File: src/rtl/pit_pkg.sv
package pit_pkg;
  localparam int PIT_CNT_W = 8;

  typedef enum logic [1:0] {
    SEL_DIV1  = 2'd0,
    SEL_DIV16 = 2'd1,
    SEL_DIV64 = 2'd2,
    SEL_EXT   = 2'd3
  } pit_src_e;
endpackage

File: src/rtl/pit_prescaler.sv
module pit_prescaler
  import pit_pkg::*;
#(
  parameter int DIV_A = 16,
  parameter int DIV_B = 64
) (
  input  logic       clk,
  input  logic       rst_n,
  input  logic       run_en,
  input  logic [1:0] clk_sel,
  input  logic       ext_tick,
  output logic       tick
);
  localparam int PRE_W = $clog2(DIV_B);
  localparam int RATIO [2] = '{DIV_A, DIV_B};

  logic [PRE_W-1:0] div_cnt;
  logic [1:0]       div_tick;
  logic             sel_tick;

  // Free-running divider, parked at zero while idle
  always_ff @(posedge clk or negedge rst_n) begin
    if (!rst_n)       div_cnt <= '0;
    else if (!run_en) div_cnt <= '0;
    else              div_cnt <= div_cnt + 1'b1;
  end

  // One decode per fixed ratio (ratios are powers of two dividing DIV_B)
  for (genvar g = 0; g < 2; g++) begin : g_ratio
    localparam logic [PRE_W-1:0] MASK = PRE_W'(RATIO[g] - 1);
    assign div_tick[g] = ((div_cnt & MASK) == MASK);
  end

  always_comb begin
    case (pit_src_e'(clk_sel))
      SEL_DIV1:  sel_tick = 1'b1;
      SEL_DIV16: sel_tick = div_tick[0];
      SEL_DIV64: sel_tick = div_tick[1];
      default:   sel_tick = ext_tick;
    endcase
  end

  assign tick = run_en & sel_tick;
endmodule

File: src/rtl/pit_counter.sv
module pit_counter #(
  parameter int CNT_W = pit_pkg::PIT_CNT_W
) (
  input  logic             clk,
  input  logic             rst_n,
  input  logic             run_en,
  input  logic             mode_pwm,
  input  logic             tick,
  input  logic [CNT_W-1:0] cmp_val,
  output logic [CNT_W-1:0] cnt_q,
  output logic [CNT_W-1:0] cmp_lat,
  output logic             reload
);
  localparam logic [CNT_W-1:0] CNT_TOP = '1;

  // Last count of a period: full scale in PWM mode, compare value otherwise
  function automatic logic period_end(input logic pwm, input logic [CNT_W-1:0] c,
                                      input logic [CNT_W-1:0] m);
    return pwm ? (c == CNT_TOP) : (c == m);
  endfunction

  assign reload = tick & period_end(mode_pwm, cnt_q, cmp_lat);

  always_ff @(posedge clk or negedge rst_n) begin
    if (!rst_n) begin
      cnt_q   <= '0;
      cmp_lat <= '0;
    end else if (!run_en) begin
      cnt_q   <= '0;
      cmp_lat <= cmp_val;
    end else if (reload) begin
      cnt_q   <= '0;
      cmp_lat <= cmp_val;
    end else if (tick) begin
      cnt_q   <= cnt_q + 1'b1;
    end
  end
endmodule

File: src/rtl/pit_wave.sv
module pit_wave #(
  parameter int CNT_W = pit_pkg::PIT_CNT_W
) (
  input  logic             clk,
  input  logic             rst_n,
  input  logic             run_en,
  input  logic             mode_pwm,
  input  logic             reload,
  input  logic [CNT_W-1:0] cnt_q,
  input  logic [CNT_W-1:0] cmp_lat,
  output logic             wave_out
);
  logic tog_q;
  logic toggle_evt;

  function automatic logic duty_high(input logic [CNT_W-1:0] c, input logic [CNT_W-1:0] m);
    return c < m;
  endfunction

  assign toggle_evt = reload & ~mode_pwm;

  always_ff @(posedge clk or negedge rst_n) begin
    if (!rst_n)          tog_q <= 1'b0;
    else if (!run_en)    tog_q <= 1'b0;
    else if (toggle_evt) tog_q <= ~tog_q;
  end

  assign wave_out = run_en & (mode_pwm ? duty_high(cnt_q, cmp_lat) : tog_q);
endmodule

File: src/rtl/pwm_interval_timer.sv
module pwm_interval_timer #(
  parameter int CNT_W = pit_pkg::PIT_CNT_W,
  parameter int DIV_A = 16,
  parameter int DIV_B = 64
) (
  input  logic             clk,
  input  logic             rst_n,
  input  logic             run_en,
  input  logic             mode_pwm,
  input  logic [1:0]       clk_sel,
  input  logic [CNT_W-1:0] cmp_val,
  input  logic             ext_tick,
  output logic             wave_out
);
  logic             cnt_tick;
  logic             cnt_reload;
  logic [CNT_W-1:0] cnt_q;
  logic [CNT_W-1:0] cmp_lat;

  pit_prescaler #(.DIV_A(DIV_A), .DIV_B(DIV_B)) u_pre (
    .clk(clk), .rst_n(rst_n), .run_en(run_en), .clk_sel(clk_sel),
    .ext_tick(ext_tick), .tick(cnt_tick)
  );

  pit_counter #(.CNT_W(CNT_W)) u_cnt (
    .clk(clk), .rst_n(rst_n), .run_en(run_en), .mode_pwm(mode_pwm),
    .tick(cnt_tick), .cmp_val(cmp_val), .cnt_q(cnt_q), .cmp_lat(cmp_lat),
    .reload(cnt_reload)
  );

  pit_wave #(.CNT_W(CNT_W)) u_wave (
    .clk(clk), .rst_n(rst_n), .run_en(run_en), .mode_pwm(mode_pwm),
    .reload(cnt_reload), .cnt_q(cnt_q), .cmp_lat(cmp_lat), .wave_out(wave_out)
  );
endmodule

File: config.mk
export PLATFORM = sky130hd
export DESIGN_NAME = pwm_interval_timer
export DESIGN_NICKNAME = d
export VERILOG_FILES = /design/src/rtl/pit_pkg.sv /design/src/rtl/pit_prescaler.sv /design/src/rtl/pit_counter.sv /design/src/rtl/pit_wave.sv /design/src/rtl/pwm_interval_timer.sv
export SDC_FILE = /design/constraint.sdc
export NUM_CORES = 1
export LEC_CHECK = 0
export BUFFER_PORTS_ARGS = -buffer_cell sky130_fd_sc_hd__buf_4
export CORE_ASPECT_RATIO = 1.1
export CORE_MARGIN = 5
export CORE_UTILIZATION = 50
export DETAILED_ROUTE_END_ITERATION = 8
export HOLD_SLACK_MARGIN = 0.1
export MAX_ROUTING_LAYER = met4
export PLACE_DENSITY_LB_ADDON = 0.1
export SYNTH_ARGS = -nofsm -noshare
export SYNTH_HDL_FRONTEND = slang
export SYNTH_HIERARCHICAL = 1
export SYNTH_SLANG_ARGS = --single-unit
File: constraint.sdc
create_clock -name clk -period 2.69 [get_ports clk]
set_input_delay 0.807 -clock clk [delete_from_list [all_inputs] [get_ports clk]]
set_output_delay 0.807 -clock clk [all_outputs]
set_load 0.02 [all_outputs]
# --- After elaboration in Yosys (flattened, before gate mapping) ---
# Index checks and enable logic that the tools add are counted.
totals:
  inputBits: 15
  out_inout_bits: 1
  wordCells: 34
  register_bits: 23
op_classes:
  addsub: 2
  magnitude_cmp: 1
  n_bitwise: 6
  reduce_logical: 1
  n_mux: 11
  n_eq_ne: 9
ops:
  columns: ["op", "n"]
  rows:
  - ["8-bit 2-to-1 mux", 5]
  - ["8-bit by 1-bit adder with 8-bit output, second input constant", 1]
  - ["8-bit equality test", 1]
  - ["8-bit equality test, second input constant", 1]
  - ["8-bit less-than comparator", 1]
  - ["6-bit by 1-bit adder with 6-bit output, second input constant", 1]
  - ["6-bit equality test, second input constant", 1]
  - ["6-bit 2-to-1 mux", 1]
  - ["1-bit bitwise AND", 4]
  - ["4-bit equality test, second input constant", 1]
  - ["1-bit 2-to-1 mux", 4]
  - ["2-bit by 1-bit inequality test with 1-bit output, second input constant", 2]
  - ["3-bit by 1-bit inequality test with 1-bit output, second input constant", 1]
  - ["1-bit one-hot mux with 3 select lines", 1]
  - ["2-bit by 1-bit equality test with 1-bit output, second input constant", 1]
  - ["2-bit equality test, second input constant", 1]
  - ["2-bit zero test", 1]
  - ["1-bit NOT", 2]

# --- Logic depth before layout (Yosys ltp) ---
logic_depth:
  word_depth: 7
  mapped_depth: 9
  mapped_depth_nobuf: 9

# --- By module ---
# Netlist, hierarchy kept.
modules_own_cells:
  columns: ["mod", "n_inst", "area_per_inst_um2", "cells_per_inst", "seq_area_each_um2"]
  rows:
  - ["pit_counter", 1, 904.6, 85, 400.4]
  - ["pit_prescaler", 1, 291.5, 27, 150.1]
  - ["pit_wave", 1, 254.0, 31, 25.0]

# --- Least setup slack after synthesis ---
# No wires, ideal clock.
synth_path:
  path_type: "input -> register"
  start: "in clk_sel[0]"
  end: "reg u_cnt.cmp_lat[1]"
  setup_ps: 125
  path_stages: 7
  t_required_ps: 2565
  t_arrival_ps: 2314
  path_buffers: 1
  setup_slack_ps: 251
  path_cell_list: "nand3b_1 > a21oi_1 > o21a_1 > o2111ai_2 > o31ai_4 > buf_6 > mux2_4"
synth_via:
  elab_chain_len: 5
  elab_cells_between_ends: 7
  cone_classes: "eq/ne (3); mux (1); bitwise (2); reduce/logical (1)"
synth_rtl:
  columns: ["element", "line", "rtl"]
  rows:
  - ["start: declaration", "pwm_interval_timer.sv:10", "input logic [1:0] clk_sel,"]
  - ["2-bit equality test, or another cell as far along", "pit_prescaler.sv:35", "case (pit_src_e'(clk_sel))"]
  - ["1-bit one-hot mux with 3 select lines (*)", "pit_prescaler.sv:35", null]
  - ["1-bit bitwise AND (*)", "pit_prescaler.sv:43", "assign tick = run_en & sel_tick;"]
  - ["net cnt_tick", "pwm_interval_timer.sv:15", "logic cnt_tick;"]
  - ["1-bit bitwise AND (*)", "pit_counter.sv:22", "assign reload = tick & period_end(mode_pwm, cnt_q, cmp_lat);"]
  - ["2-bit by 1-bit inequality test with 1-bit output (no source line) (*)", null, null]
  - ["end signal: assignment", "pit_counter.sv:30", "cmp_lat <= cmp_val;"]
  - ["end signal: assignment", "pit_counter.sv:33", "cmp_lat <= cmp_val;"]
  - ["end: declaration", "pit_counter.sv:11", "output logic [CNT_W-1:0] cmp_lat,"]
# The timed path passes the listed nets; every way through them passes the cells marked *.
# A chain may end at the register's enable or synchronous reset.

# --- Final worst setup path ---
layout_path:
  start: "reg u_cnt.cmp_lat[6]"
  end: "out wave_out"
layout_via:
  elab_chain_len: 3
layout_rtl:
  columns: ["element", "line", "rtl"]
  rows:
  - ["8-bit less-than comparator", "pit_wave.sv:17", "return c < m;"]
  - ["1-bit 2-to-1 mux", "pit_wave.sv:28", "assign wave_out = run_en & (mode_pwm ? duty_high(cnt_q, cmp_lat) : tog_q);"]
  - ["1-bit bitwise AND", "pit_wave.sv:28", null]
  - ["end: declaration", "pwm_interval_timer.sv:13", "output logic wave_out"]
# No other way between the ends.

==> impl_metrics.csv <==
group,metric,value,unit
clock_tree,cts_hold_buf,0,
sta,report.final.hold_viol_count,0,
sta,drv_slew,0,
finish,most-common-layout-cells,"sky130_fd_sc_hd__buf_4 (21), sky130_fd_sc_hd__dfrtp_1 (20), sky130_fd_sc_hd__inv_1 (13)",
global_route,grt_antenna_before_repair,0,
sta,worst-slew-pin-transition,0.5388,ns
global_route,grt_use_met2,28.70,%
logic_synthesis,synthDominantAreaCellType,"sky130_fd_sc_hd__dfrtp_1",
global_route,overall_overflow_remaining_after_global_route,0,
sta,setup_violations,0,
logic_synthesis,post_synth_main_area_contributors,"sky130_fd_sc_hd__dfrtp_1 (40%), sky130_fd_sc_hd__ha_1 (7.8%), sky130_fd_sc_hd__xnor2_1 (4.8%), sky130_fd_sc_hd__mux2_4 (4.1%), sky130_fd_sc_hd__inv_1 (3.6%)",
die,fp.dieArea,4079,um^2
clock_tree,h-tree-depth,1,
logic_synthesis,synth-warning-count,6,
drt,drt.antenna.violating_nets,0,
finish,area_delta_synth_final,18.12,%
finish,multi_input_area,835.8,um^2
power,fin_total_pwr,0.0006730,W
logic_synthesis,synth_edf_count,0,
global_route,grt_use_total,17.52,%
drt,avgViaCountPerCell,5.568,
logic_synthesis,yosys_register_bits,23,
drt,detailedRoute.firstPassIterationCount,4,
worst_setup_path,worst_r2r_setup_slack,0.44,ns
finish,n_fill_cell,233,
worst_hold_path,worstHoldPathType,"in2async",
worst_setup_path,crit_arrival,1.81,ns
logic_synthesis,synth_area_per_cell,10.14,um^2
power,cellLeakagePower,0.7735,nW
die,core.rowCount,20,
clock_tree,clk_latency,0.31,ns
logic_synthesis,synth_ff_type,"sky130_fd_sc_hd__dfrtp_1",
worst_setup_path,crit_fanout,5,
power,max-vdd-ir-drop,0.3091,mV
finish,seqCellArea,579.3,um^2
finish,fin_area,1713,um^2
clock_tree,cts.sink_count,23,
placement,placed_area,1612,um^2
finish,layout-drive-gt1-share,27.11,%
drt,via_count,1108,
finish,finalNetCount,191,
logic_synthesis,asyncSetResetFlopFracSynth,100.0,%
power,power.density,392.9,nW/um^2
clock_tree,cts_tree,"done",
sta,slew_headroom,63.91,%
sta,fin_worst_hold_slack,0.3594,ns
die,io_pins,16,
placement,dp_hpwl,2.133,mm
logic_synthesis,synth.lib_cells_used.distinct,38,
global_route,use_met1,21.14,%
global_route,first_global_vias,1162,
logic_synthesis,synthesis.instances,143,
die,floorplan.initialDensity,52.21,%
sta,fin_worst_skew,0.004509,ns
drt,drc_errors,0,
sta,tns,0,ns
global_route,grt_first_pass_wirelength,5.133,mm
logic_synthesis,mappedNetlistArea,1450,um^2
sta,finalWorstPathRequiredPeriod,2.619,ns
logic_synthesis,seq_area_frac_synth,39.69,%
placement,gp_routability_congestion,0.8486,
global_route,grt_max_degree,24,
sta,fmax,0.3818,GHz
worst_setup_path,setup.worst_path.class,"reg2out",
die,die-height,66.49,um
drt,routed_wl,2.956,mm
die,fp.coreArea,2778,um^2
finish,layout_commonest_cell,"sky130_fd_sc_hd__buf_4",
sta,final.period_utilization,97.36,%
clock_tree,clkSlewWorstSetupHoldPaths,0.13,ns
global_route,gr-max-usage-layer,"met2",
logic_synthesis,netlist.area_leader.share,39.69,%
drt,wl_per_cell,14.85,um
status,run_status,"finished, final reports clean",
clock_tree,max_clock_buf_depth,2,
run,drv_cap,0,
clock_tree,library_cell_used_as_clock_root_buffer,"sky130_fd_sc_hd__clkbuf_4",
finish,diodes,0,
clock_tree,cts_buffers,3,
logic_synthesis,mappedNetlistNets,167,
worst_setup_path,worstSetupStartpointType,"flop",
die,die-width,61.35,um
drt,drt-initial-drc-count,51,
placement,numPortBuffers,15,
worst_setup_path,worst_ep_required_time,1.88,ns
worst_setup_path,crit_path_end_kind,"output pin",
global_route,globalRouteMet3Util,2.326,%
==> cell usage after synthesis (2+ instances only) <==
cell / n
sky130_fd_sc_hd__nor3_1: 6
sky130_fd_sc_hd__and2_1: 5
sky130_fd_sc_hd__xor2_1: 4
sky130_fd_sc_hd__a21oi_1: 6
sky130_fd_sc_hd__nor2b_1: 4
sky130_fd_sc_hd__nand2_1: 5
sky130_fd_sc_hd__nand2b_1: 4
sky130_fd_sc_hd__mux2_2: 4
sky130_fd_sc_hd__o21a_1: 2
sky130_fd_sc_hd__o2111ai_1: 2
sky130_fd_sc_hd__mux2_4: 4
sky130_fd_sc_hd__a21o_1: 2
sky130_fd_sc_hd__xnor2_1: 8
sky130_fd_sc_hd__ha_1: 9
sky130_fd_sc_hd__or2b_1: 2
sky130_fd_sc_hd__o21ai_0: 3
sky130_fd_sc_hd__inv_1: 14
sky130_fd_sc_hd__o311ai_0: 2
sky130_fd_sc_hd__dfrtp_1: 23
sky130_fd_sc_hd__nor2_1: 10
sky130_fd_sc_hd__nand3_1: 6
sky130_fd_sc_hd__nand4_1: 2
==> state kept, by name, summed over array words and instances (netlist names) <==
name and cells:
u_cnt/cmp_lat 8, u_cnt/cnt_q 8, u_pre/div_cnt 6, u_wave/tog_q 1
==> final timing paths <==
| check | from | end | depth (start not counted) |
|---|---|---|---|
| setup / recovery | u_cnt/cmp_lat[6]$_DFFE_PN0P_ | wave_out | 6 |
| hold reg to reg | u_pre/div_cnt[0]$_DFF_PN0_ | u_pre/div_cnt[0]$_DFF_PN0_ | 1 |
| setup reg to reg | u_cnt/cmp_lat[1]$_DFFE_PN0P_ | u_cnt/cmp_lat[0]$_DFFE_PN0P_ | 7 |
| min in group clk | u_pre/div_cnt[0]$_DFF_PN0_ | u_pre/div_cnt[0]$_DFF_PN0_ | 1 |
| hold / removal | rst_n | u_wave/tog_q$_DFFE_PN0P_ | 1 |
| max in group asynchronous | rst_n | u_cnt/cnt_q[5]$_DFFE_PN0P_ | 1 |
==> routing by layer <==
| metal | wire (um) | share of wire (%) |
|---|---|---|
| met5 | 0 | 0 |
| met4 | 79 | 2.7 |
| met2 | 1484 | 50 |
| met3 | 78 | 2.6 |
| met1 | 1314 | 44 |
==> worst max-delay path: stages, from the launching register on <==
cell and delay (ns):
sky130_fd_sc_hd__dfrtp_1 0.45, sky130_fd_sc_hd__inv_1 0.06, sky130_fd_sc_hd__ha_1 0.30, sky130_fd_sc_hd__nand3_1 0.09, sky130_fd_sc_hd__o31ai_2 0.32, sky130_fd_sc_hd__a21oi_1 0.11
sky130_fd_sc_hd__buf_4 0.16
==> cell type report <==
cell class | count | share of cell area (%)
well taps | 33 | 2.411
repair buffers | 22 | 10.37
inverters | 14 | 3.068
flip-flops and latches | 23 | 33.82
clock buffers | 4 | 1.534
multi-input cells | 103 | 48.79
==> repair_timing <==
action                                  4_1_cts  5_1_grt
endpoints found under the setup margin        1        1
gates resized for setup                       2        6
buffers inserted                              2        3
pin swaps                                     0        3
==> logic make-up (layout without fill, tap and decap cells) <==
kind of cell             Yosys count  in the layout  share of synthesized area [%]
AO/OA/AOI/OAI                     26             26                          14.67
multiplexers                       8              8                          7.248
adder cells (fa/ha/maj)            9              9                          7.765
flip-flops                        23             23                          39.69
XOR/XNOR                          12             12                          7.248
buffers and inverters             17             40                          5.004
AND/OR/NAND/NOR                   48             48                          18.38
==> report_power, final <==
group | switching (W) | internal (W) | leakage, nW
Combinational | 0.0000559 | 0.0000707 | 0.463
Sequential | 0.0000214 | 0.000363 | 0.295
Clock | 0.000104 | 0.0000579 | 0.0150
Total | 0.000182 | 0.000491 | 0.774
==> through the flow <==
step | worst slack [ns] | utilization, % | std cells
detailed placement | 0.1682 | 58.02 | 190
finish | 0.07112 | 61.67 | 199
floorplan | 0.2513 | - | 143
CTS | 0.001416 | 59.73 | 196
global route | -0.01108 | 61.67 | 199
global placement | 0.2213 | 58.02 | 190
Note: power is estimated with default switching activity, not from simulation.
